==> config.mk <==
export PLATFORM = sky130hd
export DESIGN_NAME = ptmr_top
export DESIGN_NICKNAME = d
export VERILOG_FILES = /design/src/rtl/ptmr_pkg.sv /design/src/rtl/ptmr_sync_edge.sv /design/src/rtl/ptmr_prescale.sv /design/src/rtl/ptmr_count.sv /design/src/rtl/ptmr_top.sv
export SDC_FILE = /design/constraint.sdc
export NUM_CORES = 1
export LEC_CHECK = 0
export BUFFER_PORTS_ARGS = -buffer_cell sky130_fd_sc_hd__buf_2
export CAP_MARGIN = 20
export CORE_MARGIN = 5
export CORE_UTILIZATION = 35
export CTS_CLUSTER_SIZE = 30
export DETAILED_ROUTE_END_ITERATION = 8
export PLACE_DENSITY_LB_ADDON = 0.3
export SLEW_MARGIN = 30
export SYNTH_ARGS = -nofsm -noshare
export SYNTH_HDL_FRONTEND = slang
export SYNTH_SLANG_ARGS = --single-unit
export TNS_END_PERCENT = 10
==> constraint.sdc <==
create_clock -name clk -period 2.6 [get_ports clk]
set_input_delay 0.52 -clock clk [delete_from_list [all_inputs] [get_ports clk]]
set_output_delay 0.52 -clock clk [all_outputs]
set_load 0.02 [all_outputs]
==> src/rtl/ptmr_pkg.sv <==
package ptmr_pkg;

  typedef enum logic [2:0] {
    SEL_D4   = 3'd0,
    SEL_D16  = 3'd1,
    SEL_D64  = 3'd2,
    SEL_D256 = 3'd3,
    SEL_RTC  = 3'd4,
    SEL_EXT  = 3'd5,
    SEL_RSV6 = 3'd6,
    SEL_RSV7 = 3'd7
  } sel_e;

  localparam int NUM_DIV_CODES = 4;
  localparam int PHASE_W       = 2 * NUM_DIV_CODES;
  localparam int NUM_SRC       = 2;

  localparam logic [1:0] ADDR_CTRL = 2'd0;
  localparam logic [1:0] ADDR_CMP  = 2'd1;
  localparam logic [1:0] ADDR_CNT  = 2'd2;
  localparam logic [1:0] ADDR_STAT = 2'd3;

  function automatic logic is_div_code(input sel_e s);
    return (s == SEL_D4) || (s == SEL_D16) || (s == SEL_D64) || (s == SEL_D256);
  endfunction

endpackage

==> src/rtl/ptmr_sync_edge.sv <==
module ptmr_sync_edge (
  input  logic clk,
  input  logic rst_n,
  input  logic lvl_i,
  output logic rise_o
);
  logic meta_q, sync_q, prev_q;

  always_ff @(posedge clk or negedge rst_n) begin
    if (!rst_n) begin
      meta_q <= 1'b0;
      sync_q <= 1'b0;
      prev_q <= 1'b0;
    end else begin
      meta_q <= lvl_i;
      sync_q <= meta_q;
      prev_q <= sync_q;
    end
  end

  assign rise_o = sync_q & ~prev_q;
endmodule

==> src/rtl/ptmr_prescale.sv <==
module ptmr_prescale
  import ptmr_pkg::*;
#(
  parameter int PW = PHASE_W
) (
  input  logic clk,
  input  logic rst_n,
  input  logic run_i,
  input  sel_e sel_i,
  input  logic restart_i,
  input  logic rtc_rise_i,
  input  logic ext_rise_i,
  output logic tick_o
);
  logic [PW-1:0] phase_q;
  logic [PW-1:0] terminal;
  logic          div_sel;
  logic          div_tick;

  always_comb begin
    div_sel  = is_div_code(sel_i);
    terminal = '0;
    if (div_sel) begin
      terminal = PW'((32'd1 << (2 * (32'(sel_i[1:0]) + 1))) - 32'd1);
    end
    div_tick = run_i && div_sel && (phase_q == terminal);
  end

  always_comb begin
    unique case (sel_i)
      SEL_D4, SEL_D16, SEL_D64, SEL_D256: tick_o = div_tick;
      SEL_RTC:                            tick_o = run_i && rtc_rise_i;
      SEL_EXT:                            tick_o = run_i && ext_rise_i;
      default:                            tick_o = 1'b0;
    endcase
  end

  always_ff @(posedge clk or negedge rst_n) begin
    if (!rst_n) begin
      phase_q <= '0;
    end else if (!run_i || restart_i || !div_sel || div_tick) begin
      phase_q <= '0;
    end else begin
      phase_q <= phase_q + 1'b1;
    end
  end
endmodule

==> src/rtl/ptmr_count.sv <==
module ptmr_count #(
  parameter int CNT_W = 16
) (
  input  logic             clk,
  input  logic             rst_n,
  input  logic             tick_i,
  input  logic             load_i,
  input  logic [CNT_W-1:0] load_val_i,
  input  logic [CNT_W-1:0] cmp_i,
  input  logic             clr_i,
  output logic [CNT_W-1:0] cnt_o,
  output logic             flag_o
);
  logic match_evt;

  assign match_evt = tick_i && !load_i && (cnt_o == cmp_i);

  always_ff @(posedge clk or negedge rst_n) begin
    if (!rst_n) begin
      cnt_o <= '0;
    end else if (load_i) begin
      cnt_o <= load_val_i;
    end else if (tick_i) begin
      cnt_o <= match_evt ? '0 : cnt_o + 1'b1;
    end
  end

  always_ff @(posedge clk or negedge rst_n) begin
    if (!rst_n) begin
      flag_o <= 1'b0;
    end else if (match_evt) begin
      flag_o <= 1'b1;
    end else if (clr_i) begin
      flag_o <= 1'b0;
    end
  end
endmodule

==> src/rtl/ptmr_top.sv <==
module ptmr_top
  import ptmr_pkg::*;
#(
  parameter int CNT_W  = 16,
  parameter int DATA_W = 32
) (
  input  logic              clk,
  input  logic              rst_n,
  input  logic              rtc_lvl_i,
  input  logic              ext_lvl_i,
  input  logic              reg_wr_i,
  input  logic [1:0]        reg_addr_i,
  input  logic [DATA_W-1:0] reg_wdata_i,
  output logic [DATA_W-1:0] reg_rdata_o,
  output logic              irq_o
);
  localparam int PAD_W = DATA_W - CNT_W;

  logic             run_q;
  sel_e             sel_q;
  logic [CNT_W-1:0] cmp_q;
  logic [CNT_W-1:0] cnt;
  logic             flag;
  logic             tick;
  logic             restart;
  logic             ctrl_wr, cmp_wr, cnt_wr, stat_clr;
  sel_e             new_sel;
  logic [NUM_SRC-1:0] lvl_vec, rise_vec;

  assign ctrl_wr  = reg_wr_i && (reg_addr_i == ADDR_CTRL);
  assign cmp_wr   = reg_wr_i && (reg_addr_i == ADDR_CMP);
  assign cnt_wr   = reg_wr_i && (reg_addr_i == ADDR_CNT);
  assign stat_clr = reg_wr_i && (reg_addr_i == ADDR_STAT) && reg_wdata_i[0];
  assign new_sel  = sel_e'(reg_wdata_i[3:1]);
  assign restart  = ctrl_wr && (new_sel != sel_q);

  always_ff @(posedge clk or negedge rst_n) begin
    if (!rst_n) begin
      run_q <= 1'b0;
      sel_q <= SEL_D4;
      cmp_q <= '1;
    end else begin
      if (ctrl_wr) begin
        run_q <= reg_wdata_i[0];
        sel_q <= new_sel;
      end
      if (cmp_wr) begin
        cmp_q <= reg_wdata_i[CNT_W-1:0];
      end
    end
  end

  assign lvl_vec = {ext_lvl_i, rtc_lvl_i};

  for (genvar gi = 0; gi < NUM_SRC; gi++) begin : g_src
    ptmr_sync_edge u_sync (
      .clk   (clk),
      .rst_n (rst_n),
      .lvl_i (lvl_vec[gi]),
      .rise_o(rise_vec[gi])
    );
  end

  ptmr_prescale #(.PW(PHASE_W)) u_pre (
    .clk       (clk),
    .rst_n     (rst_n),
    .run_i     (run_q),
    .sel_i     (sel_q),
    .restart_i (restart),
    .rtc_rise_i(rise_vec[0]),
    .ext_rise_i(rise_vec[1]),
    .tick_o    (tick)
  );

  ptmr_count #(.CNT_W(CNT_W)) u_cnt (
    .clk       (clk),
    .rst_n     (rst_n),
    .tick_i    (tick),
    .load_i    (cnt_wr),
    .load_val_i(reg_wdata_i[CNT_W-1:0]),
    .cmp_i     (cmp_q),
    .clr_i     (stat_clr),
    .cnt_o     (cnt),
    .flag_o    (flag)
  );

  always_comb begin
    unique case (reg_addr_i)
      ADDR_CTRL: reg_rdata_o = {{(DATA_W-4){1'b0}}, sel_q, run_q};
      ADDR_CMP:  reg_rdata_o = {{PAD_W{1'b0}}, cmp_q};
      ADDR_CNT:  reg_rdata_o = {{PAD_W{1'b0}}, cnt};
      default:   reg_rdata_o = {{(DATA_W-1){1'b0}}, flag};
    endcase
  end

  assign irq_o = flag;
endmodule

==> qor.tcl, run 1 <==
set qor(status) {complete, no violations}
set qor(synthesis.yosys.warnings) 0
set qor(die_height_um) 104
set qor(ant_nets) 0
set qor(gr-usage-all-layers_pct) 13.9
set qor(synth_top_cell_area_share_pct) 28.2
set qor(wl_per_cell_um) 15.9
set qor(synth_enable_flop_cells) 0
set qor(critPathRequiredTime_ps) 2850
set qor(post-route-period-util_pct) 99.3
set qor(timing_worst_setup_path_type) {register to register}
set qor(rsz_0062_raised_after_global_routing) {true}
set qor(die_area_um2) 10900
set qor(synthesis.area_um2) 3110
set qor(final.hold.worst_slack_ps) 320
set qor(buffer_levels_on_the_longest_clock_path) 2
set qor(dr.pass1.iters) 4
set qor(grt_antenna_before_repair) 0
set qor(synth_top_area_cell) {dfrtp_1}
set qor(areaGrowthSynthToFinish_pct) 13.9
set qor(post_synth_main_area_contributors) {dfrtp_1 (28%), dfstp_2 (14%), mux2_2 (7.2%)}
set qor(diodes) 0
set qor(finalWorstSetupSlack_ps) 18.9
set qor(power-per-cell-area_nw_per_um2) 634
set qor(grt_overflow_total) 0
set qor(chain_of_cells_forming_the_critical_path) {or2b_4, ha_4, xor2_1, nand3_1, o22a_2, a2111o_1, buf_6, or4_4, a21oi_2}
set qor(r2r_slack_ps) 20
set qor(power.leakage_nw) 1.49
set qor(min_path_type) {input port to register}
set qor(vias) 2442
set qor(std_cell_rows) 34
set qor(maxCapViolations) 0
set qor(finalSetupViolations) 0
set qor(worst_setup_path_end_kind) {register}
set qor(drtIter0Drc) 61
set qor(drt-total-wl_mm) 7.38
set qor(fin_worst_skew_ps) 14.6
set qor(critPathMaxStageDelay_ps) 420
set qor(synth-seq-area-share_pct) 41.7
set qor(final_nets) 398
set qor(clk_pin_slew_worst_paths_ps) 100
set qor(synthDistinctLibCells) 53
set qor(synth_top_flop_cell) {dfrtp_1}
set qor(drt_drc_violations_left) 0
set qor(p_total_mw) 2.24
set qor(clock_tree_from_tritoncts) {built}
set qor(wire_length_of_the_first_global_routing_pass_mm) 12.6
set qor(top_level_ports) 72
set qor(placeableCoreArea_um2) 8680
set qor(post-place-ws_ps) -83.8
set qor(slowest_stage_cell_on_the_critical_path) {or4_4}
set qor(detailed_placement_wirelength_estimate_mm) 5.34
set qor(viasPerCell) 5.25
set qor(cts-buffers-inserted) 5
set qor(worst_ep_arrival_time_ps) 2830
set qor(critical_path.max_fanout) 7
set qor(footprint_of_the_multi_input_gates_um2) 1680
set qor(start_util_pct) 35.8
set qor(cp-start-kind) {register}
set qor(pin_count_of_the_biggest_net_entering_global_routing) 52
set qor(io_buffer_count) 39
set qor(synthesis.area_per_instance_um2) 10.0
set qor(async_s_r_ff_share_synth_pct) 100
set qor(design_area_um2) 3540
set qor(synth.ff_latch_count) 51
set qor(postSynthCellCount) 311
set qor(post_synth_most_frequent_cells) {dfrtp_1 (35), nor2_1 (32), mux2_2 (20), o21ai_0 (18), xnor2_1 (18)}
set qor(place.gp.congestion) 0.823
set qor(cts-root-buf) {clkbuf_8}
set qor(clock_sink_count) 51
set qor(max-slew-margin-rel_pct) 54.4
set qor(clock_latency_ps) 310
set qor(fraction_of_layout_instances_using_a_drive_strength_above_1_pct) 33.3
set qor(die_x_um) 104
set qor(final_hold_violations) 0
set qor(ir_drop_mv) 0.228
set qor(grt_pass1_vias) 2495
set qor(fmaxAchievable_mhz) 387
set qor(layout.filler_cells) 879
set qor(clock_period_minus_worst_slack_ps) 2580
set qor(finalMaxSlewViolations) 0
set qor(ff_latch_area_um2) 1300
set qor(tightestPinTransition_ps) 682
set qor(ctsHtreeMaxLevel) 2
set qor(dominant_cell_by_count_in_the_synthesized_netlist) {dfrtp_1}
set qor(placed_area_um2) 3390
flip-flops by register name, indices dropped and copies added (netlist names):
register	flops
g_src.u_sync.sync_q	2
cmp_q	16
g_src.u_sync.meta_q	2
u_pre.phase_q	8
u_cnt.cnt_o	16
sel_q	3
run_q	1
u_cnt.flag_o	1
g_src.u_sync.prev_q	2
final cells by class:
type                            instances  area share, %
Clock buffer                            6           2.05
Clock inverter                          2          0.353
Inverter                                3          0.318
Multi-Input combinational cell        238           47.3
Sequential cell                        51           36.6
Tap cell                              108           3.82
Timing Repair Buffer                   57           9.54
critical path: cells and delay by family (launching register included):
family / cells / cell delay (ps)
AOI/OAI and AO/OA: 3 / 770
xor gates and xnor gates: 1 / 130
adders and majority gates: 1 / 260
buffers and inverters: 1 / 160
DFF: 1 / 410
and+or+nand+nor: 3 / 810
path summary, 6_finish.rpt:
path                                         from                endpoint  cells past startpoint
max in group asynchronous                   rst_n         u_cnt.cnt_o[11]                      2
setup reg to reg                         sel_q[1]          u_cnt.cnt_o[8]                      9
setup / recovery                         sel_q[1]          u_cnt.cnt_o[8]                      9
hold / removal                          ext_lvl_i  g_src[1].u_sync.meta_q                      1
min in group asynchronous                   rst_n          u_cnt.cnt_o[2]                      2
hold reg to reg            g_src[1].u_sync.meta_q  g_src[1].u_sync.sync_q                      0
repair_timing:
| action | in CTS | in global routing |
|---|---|---|
| setup buffers | 2 | 0 |
| setup endpoints to repair | 7 | 15 |
| gates resized for setup | 4 | 6 |
| hold buffers | 0 | 0 |
| pin swaps | 9 | 5 |
cell families (layout without fill, tap and decap cells):
logic type | after synthesis | in the layout | share of synthesized area, %
xor+xnor | 26 | 26 | 7.32
other cells | 1 | 16 | 0.121
flops | 51 | 51 | 41.7
mux | 26 | 26 | 9.58
compound gates | 61 | 61 | 13.3
fa+ha+maj | 3 | 3 | 1.21
buf+inv | 37 | 68 | 8.05
simple gates | 106 | 106 | 18.7
layout by cell type (no fill, tap or decap), types with 11 or more instances in the layout:
cell type,instances
buf_2,39
dfrtp_1,35
nor2_1,32
mux2_2,20
o21ai_0,18
xnor2_1,18
nand2_1,16
a31oi_1,16
conb_1,16
dfstp_2,16
buf_4,16
a22o_1,13
nand4_1,11
through the flow:
| stage | util [%] | std cells | setup TNS, ps |
|---|---|---|---|
| 2_1_floorplan | - | 326 | -1.48 |
| 3_3_place_gp | 39.1 | 455 | -193 |
| 3_5_place_dp | 39.1 | 455 | -296 |
| 4_1_cts | 40.4 | 465 | 0 |
| 5_1_grt | 40.8 | 465 | -602 |
| 6_report | 40.8 | 465 | 0 |
power breakdown:
group | total, mW | internal, mW | leakage [nW] | switching, mW
Sequential | 1.10 | 0.945 | 0.586 | 0.158
Clock | 0.458 | 0.189 | 0.0412 | 0.269
Combinational | 0.684 | 0.328 | 0.861 | 0.356
Total | 2.24 | 1.46 | 1.49 | 0.783
metal layers:
layer / track usage [%] / vias up / routed length [um]
met5: 0 / - / 0
met4: 3.52 / 0 / 133
met3: 3.17 / 13 / 353
met2: 23.2 / 50 / 3610
met1: 18.1 / 1196 / 3280
li1: - / 1183 / -
Power figures use the tool's default switching activity.
==> run 2: changes to the inputs <==
- ABC_AREA: not set -> 1
==> qor.tcl, run 2 <==
set qor(post_synth_main_area_contributors) {dfrtp_1 (26%), nand2_1 (14%), dfstp_2 (12%)} ;# was dfrtp_1 (28%), dfstp_2 (14%), mux2_2 (7.2%)
set qor(cts-buffers-inserted) 5 ;# unchanged
set qor(rsz_0062_raised_after_global_routing) {false} ;# was true
set qor(worst_setup_path_end_kind) {register} ;# unchanged
set qor(cp-start-kind) {register} ;# unchanged
set qor(gr-usage-all-layers_pct) 14.7 ;# was 13.9%
set qor(clock_tree_from_tritoncts) {built} ;# unchanged
set qor(post-place-ws_ps) 433 ;# was -83.8 ps
set qor(critPathRequiredTime_ps) 2850 ;# about the same
set qor(finalWorstSetupSlack_ps) 440 ;# was 18.9 ps
set qor(grt_overflow_total) 0 ;# unchanged
set qor(wire_length_of_the_first_global_routing_pass_mm) 13.9 ;# was 12.6 mm
set qor(grt_antenna_before_repair) 0 ;# unchanged
set qor(top_level_ports) 72 ;# unchanged
set qor(ir_drop_mv) 0.278 ;# was 0.228 mV
set qor(std_cell_rows) 36 ;# was 34
set qor(fin_setup_tns_ps) 0 ;# unchanged
set qor(max-slew-margin-rel_pct) 60.2 ;# was 54.4%
set qor(dr.pass1.iters) 4 ;# unchanged
set qor(cts-root-buf) {clkbuf_8} ;# unchanged
set qor(diodes) 0 ;# unchanged
set qor(synthDistinctLibCells) 36 ;# was 53
set qor(top_regs) {cmp_q x16, u_cnt.cnt_o x16, u_pre.phase_q x8} ;# unchanged
set qor(layout.filler_cells) 1041 ;# was 879
set qor(wl_per_cell_um) 13.2 ;# was 15.9 um
set qor(post-route-period-util_pct) 83.1 ;# was 99.3%
set qor(final_nets) 533 ;# was 398
set qor(maxCapViolations) 0 ;# unchanged
set qor(ff_latch_area_um2) 1300 ;# unchanged
set qor(synth.ff_latch_count) 51 ;# unchanged
set qor(synthesis.area_per_instance_um2) 7.43 ;# was 10.0 um^2
set qor(die_height_um) 109 ;# was 104 um
set qor(timing_worst_setup_path_type) {register to register} ;# unchanged
set qor(synth_enable_flop_cells) 0 ;# unchanged
set qor(layout_common_cells) {nand2_1 (128), inv_1 (59), buf_2 (39)} ;# was buf_2 (39), dfrtp_1 (35), nor2_1 (32)
set qor(instances_no_fill) 625 ;# was 465
set qor(async_s_r_ff_share_synth_pct) 100 ;# unchanged
set qor(min_path_type) {input port to async pin} ;# was input port to register
set qor(synth-seq-area-share_pct) 38.0 ;# was 41.7%
set qor(io_buffer_count) 39 ;# unchanged
set qor(clock_period_minus_worst_slack_ps) 2160 ;# was 2580 ps
set qor(footprint_of_the_multi_input_gates_um2) 1700 ;# was 1680 um^2
set qor(cts-resized-gates) 0 ;# was 4
set qor(vias) 2908 ;# was 2442
set qor(post-place-cells) 617 ;# was 455
set qor(drtIter0Drc) 183 ;# was 61
set qor(clock_latency_ps) 310 ;# about the same
set qor(worst_ep_arrival_time_ps) 2410 ;# was 2830 ps
set qor(power-per-cell-area_nw_per_um2) 668 ;# was 634 nW/um^2
set qor(drt-total-wl_mm) 8.26 ;# was 7.38 mm
set qor(synth_top_area_cell) {dfrtp_1} ;# unchanged
set qor(power.leakage_nw) 1.89 ;# was 1.49 nW
set qor(p_total_mw) 2.52 ;# was 2.24 mW
set qor(dominant_cell_by_count_in_the_synthesized_netlist) {nand2_1} ;# was dfrtp_1
set qor(place.gp.congestion) 0.785 ;# was 0.823
set qor(postSynthCellCount) 459 ;# was 311
set qor(clock_sink_count) 51 ;# unchanged
set qor(synth_top_cell_area_share_pct) 25.7 ;# was 28.2%
set qor(post_synth_most_frequent_cells) {nand2_1 (128), inv_1 (59), nand4_1 (37), dfrtp_1 (35), nor2_1 (35)} ;# was dfrtp_1 (35), nor2_1 (32), mux2_2 (20), o21ai_0 (18), xnor2_1 (18)
set qor(postCtsSetupBuffers) 0 ;# was 2
set qor(status) {complete, no violations} ;# unchanged
set qor(buffer_levels_on_the_longest_clock_path) 2 ;# unchanged
set qor(placeableCoreArea_um2) 9640 ;# was 8680 um^2
set qor(fin_util_pct) 39.1 ;# was 40.8%
set qor(final_hold_violations) 0 ;# unchanged
set qor(clk_pin_slew_worst_paths_ps) 100 ;# about the same
set qor(mostFrequentLayoutCell) {nand2_1} ;# was buf_2
set qor(synth_top_flop_cell) {dfrtp_1} ;# unchanged
set qor(critical_path.max_fanout) 18 ;# was 7
set qor(synthesis.yosys.warnings) 0 ;# unchanged
set qor(finalSetupViolations) 0 ;# unchanged
set qor(final.hold.worst_slack_ps) 289 ;# was 320 ps
set qor(ant_nets) 0 ;# unchanged
set qor(placed_area_um2) 3670 ;# was 3390 um^2
set qor(design_area_um2) 3760 ;# was 3540 um^2
set qor(drt_drc_violations_left) 0 ;# unchanged
set qor(finalMaxSlewViolations) 0 ;# unchanged
set qor(ctsHtreeMaxLevel) 2 ;# unchanged
set qor(areaGrowthSynthToFinish_pct) 10.4 ;# was 13.9%
set qor(fraction_of_layout_instances_using_a_drive_strength_above_1_pct) 18.5 ;# was 33.3%
set qor(pin_count_of_the_biggest_net_entering_global_routing) 44 ;# was 52
set qor(tightestPinTransition_ps) 596 ;# was 682 ps
set qor(detailed_placement_wirelength_estimate_mm) 6.25 ;# was 5.34 mm
set qor(ctsHoldBuffers) 0 ;# unchanged
set qor(viasPerCell) 4.65 ;# was 5.25
set qor(die_x_um) 109 ;# was 104 um
set qor(synthesis.area_um2) 3410 ;# was 3110 um^2
set qor(grt_pass1_vias) 2845 ;# was 2495
set qor(fin_worst_skew_ps) 9.49 ;# was 14.6 ps
set qor(start_util_pct) 35.4 ;# was 35.8%
set qor(fmaxAchievable_mhz) 463 ;# was 387 MHz
set qor(die_area_um2) 11800 ;# was 10900 um^2
-- run 2: cell types whose count changed after synthesis, moves of 8 or more --
cell / change
nand2_1: +112
inv_1: +56
nand4_1: +26
a31oi_1: -16
xor2_1: +15
mux2_2: -14
a22o_1: -11
buf_2: +8
-- run 2: worst paths after layout --
kind                                        startpoint                endpoint  slack, ps  depth (start not counted)
worst min-delay path                             rst_n               cmp_q[13]        290                          1
worst min register to register  g_src[1].u_sync.meta_q  g_src[1].u_sync.sync_q        360                          0
worst max-delay path                          sel_q[0]          u_cnt.cnt_o[8]        440                         10
max in group asynchronous                        rst_n                cmp_q[2]       1970                          2
min in group clk                             ext_lvl_i  g_src[1].u_sync.meta_q        300                          1
worst max register to register                sel_q[0]          u_cnt.cnt_o[8]        440                         10
-- run 2: cell families (layout without fill, tap and decap cells) --
kind of cell	count (synthesis)	after routing	synth area share [%]
simple gates	231	231	30.4
buf+inv	99	117	13.8
flops	51	51	38.0
compound gates	34	34	5.80
xor+xnor	34	34	8.73
mux	6	6	1.98
fa+ha+maj	3	3	1.10
other cells	1	16	0.110
-- run 2: cell type report --
| class | count | area share, % |
|---|---|---|
| Tap cell | 133 | 4.42 |
| Timing Repair Buffer | 48 | 7.31 |
| Clock inverter | 2 | 0.432 |
| Multi-Input combinational cell | 324 | 45.1 |
| Inverter | 61 | 6.08 |
| Clock buffer | 6 | 2.19 |
| Sequential cell | 51 | 34.4 |
-- run 2: worst max-delay path, cell delays in order, from the launching register on --
cell	delay [ps]
dfrtp_1	500
inv_1	120
nand2_2	60
ha_1	310
o21ai_1	120
nand2_1	70
nor2_2	150
nand3_4	240
nand2_4	270
nand4_1	130
nand2_1	100
-- run 2: per-layer routing --
layer	share of wire (%)	wire length (um)	vias up	global-route usage (%)
li1	-	-	1489	-
met1	49	4080	1349	21.9
met2	44	3630	64	22.1
met3	5.6	459	6	2.55
met4	1.0	86	0	3.70
met5	0	0	-	0
-- run 2: where the power goes --
| group | switching, mW | internal (mW) | leakage, nW |
|---|---|---|---|
| Combinational | 0.476 | 0.333 | 1.23 |
| Sequential | 0.238 | 0.967 | 0.613 |
| Clock | 0.284 | 0.218 | 0.0474 |
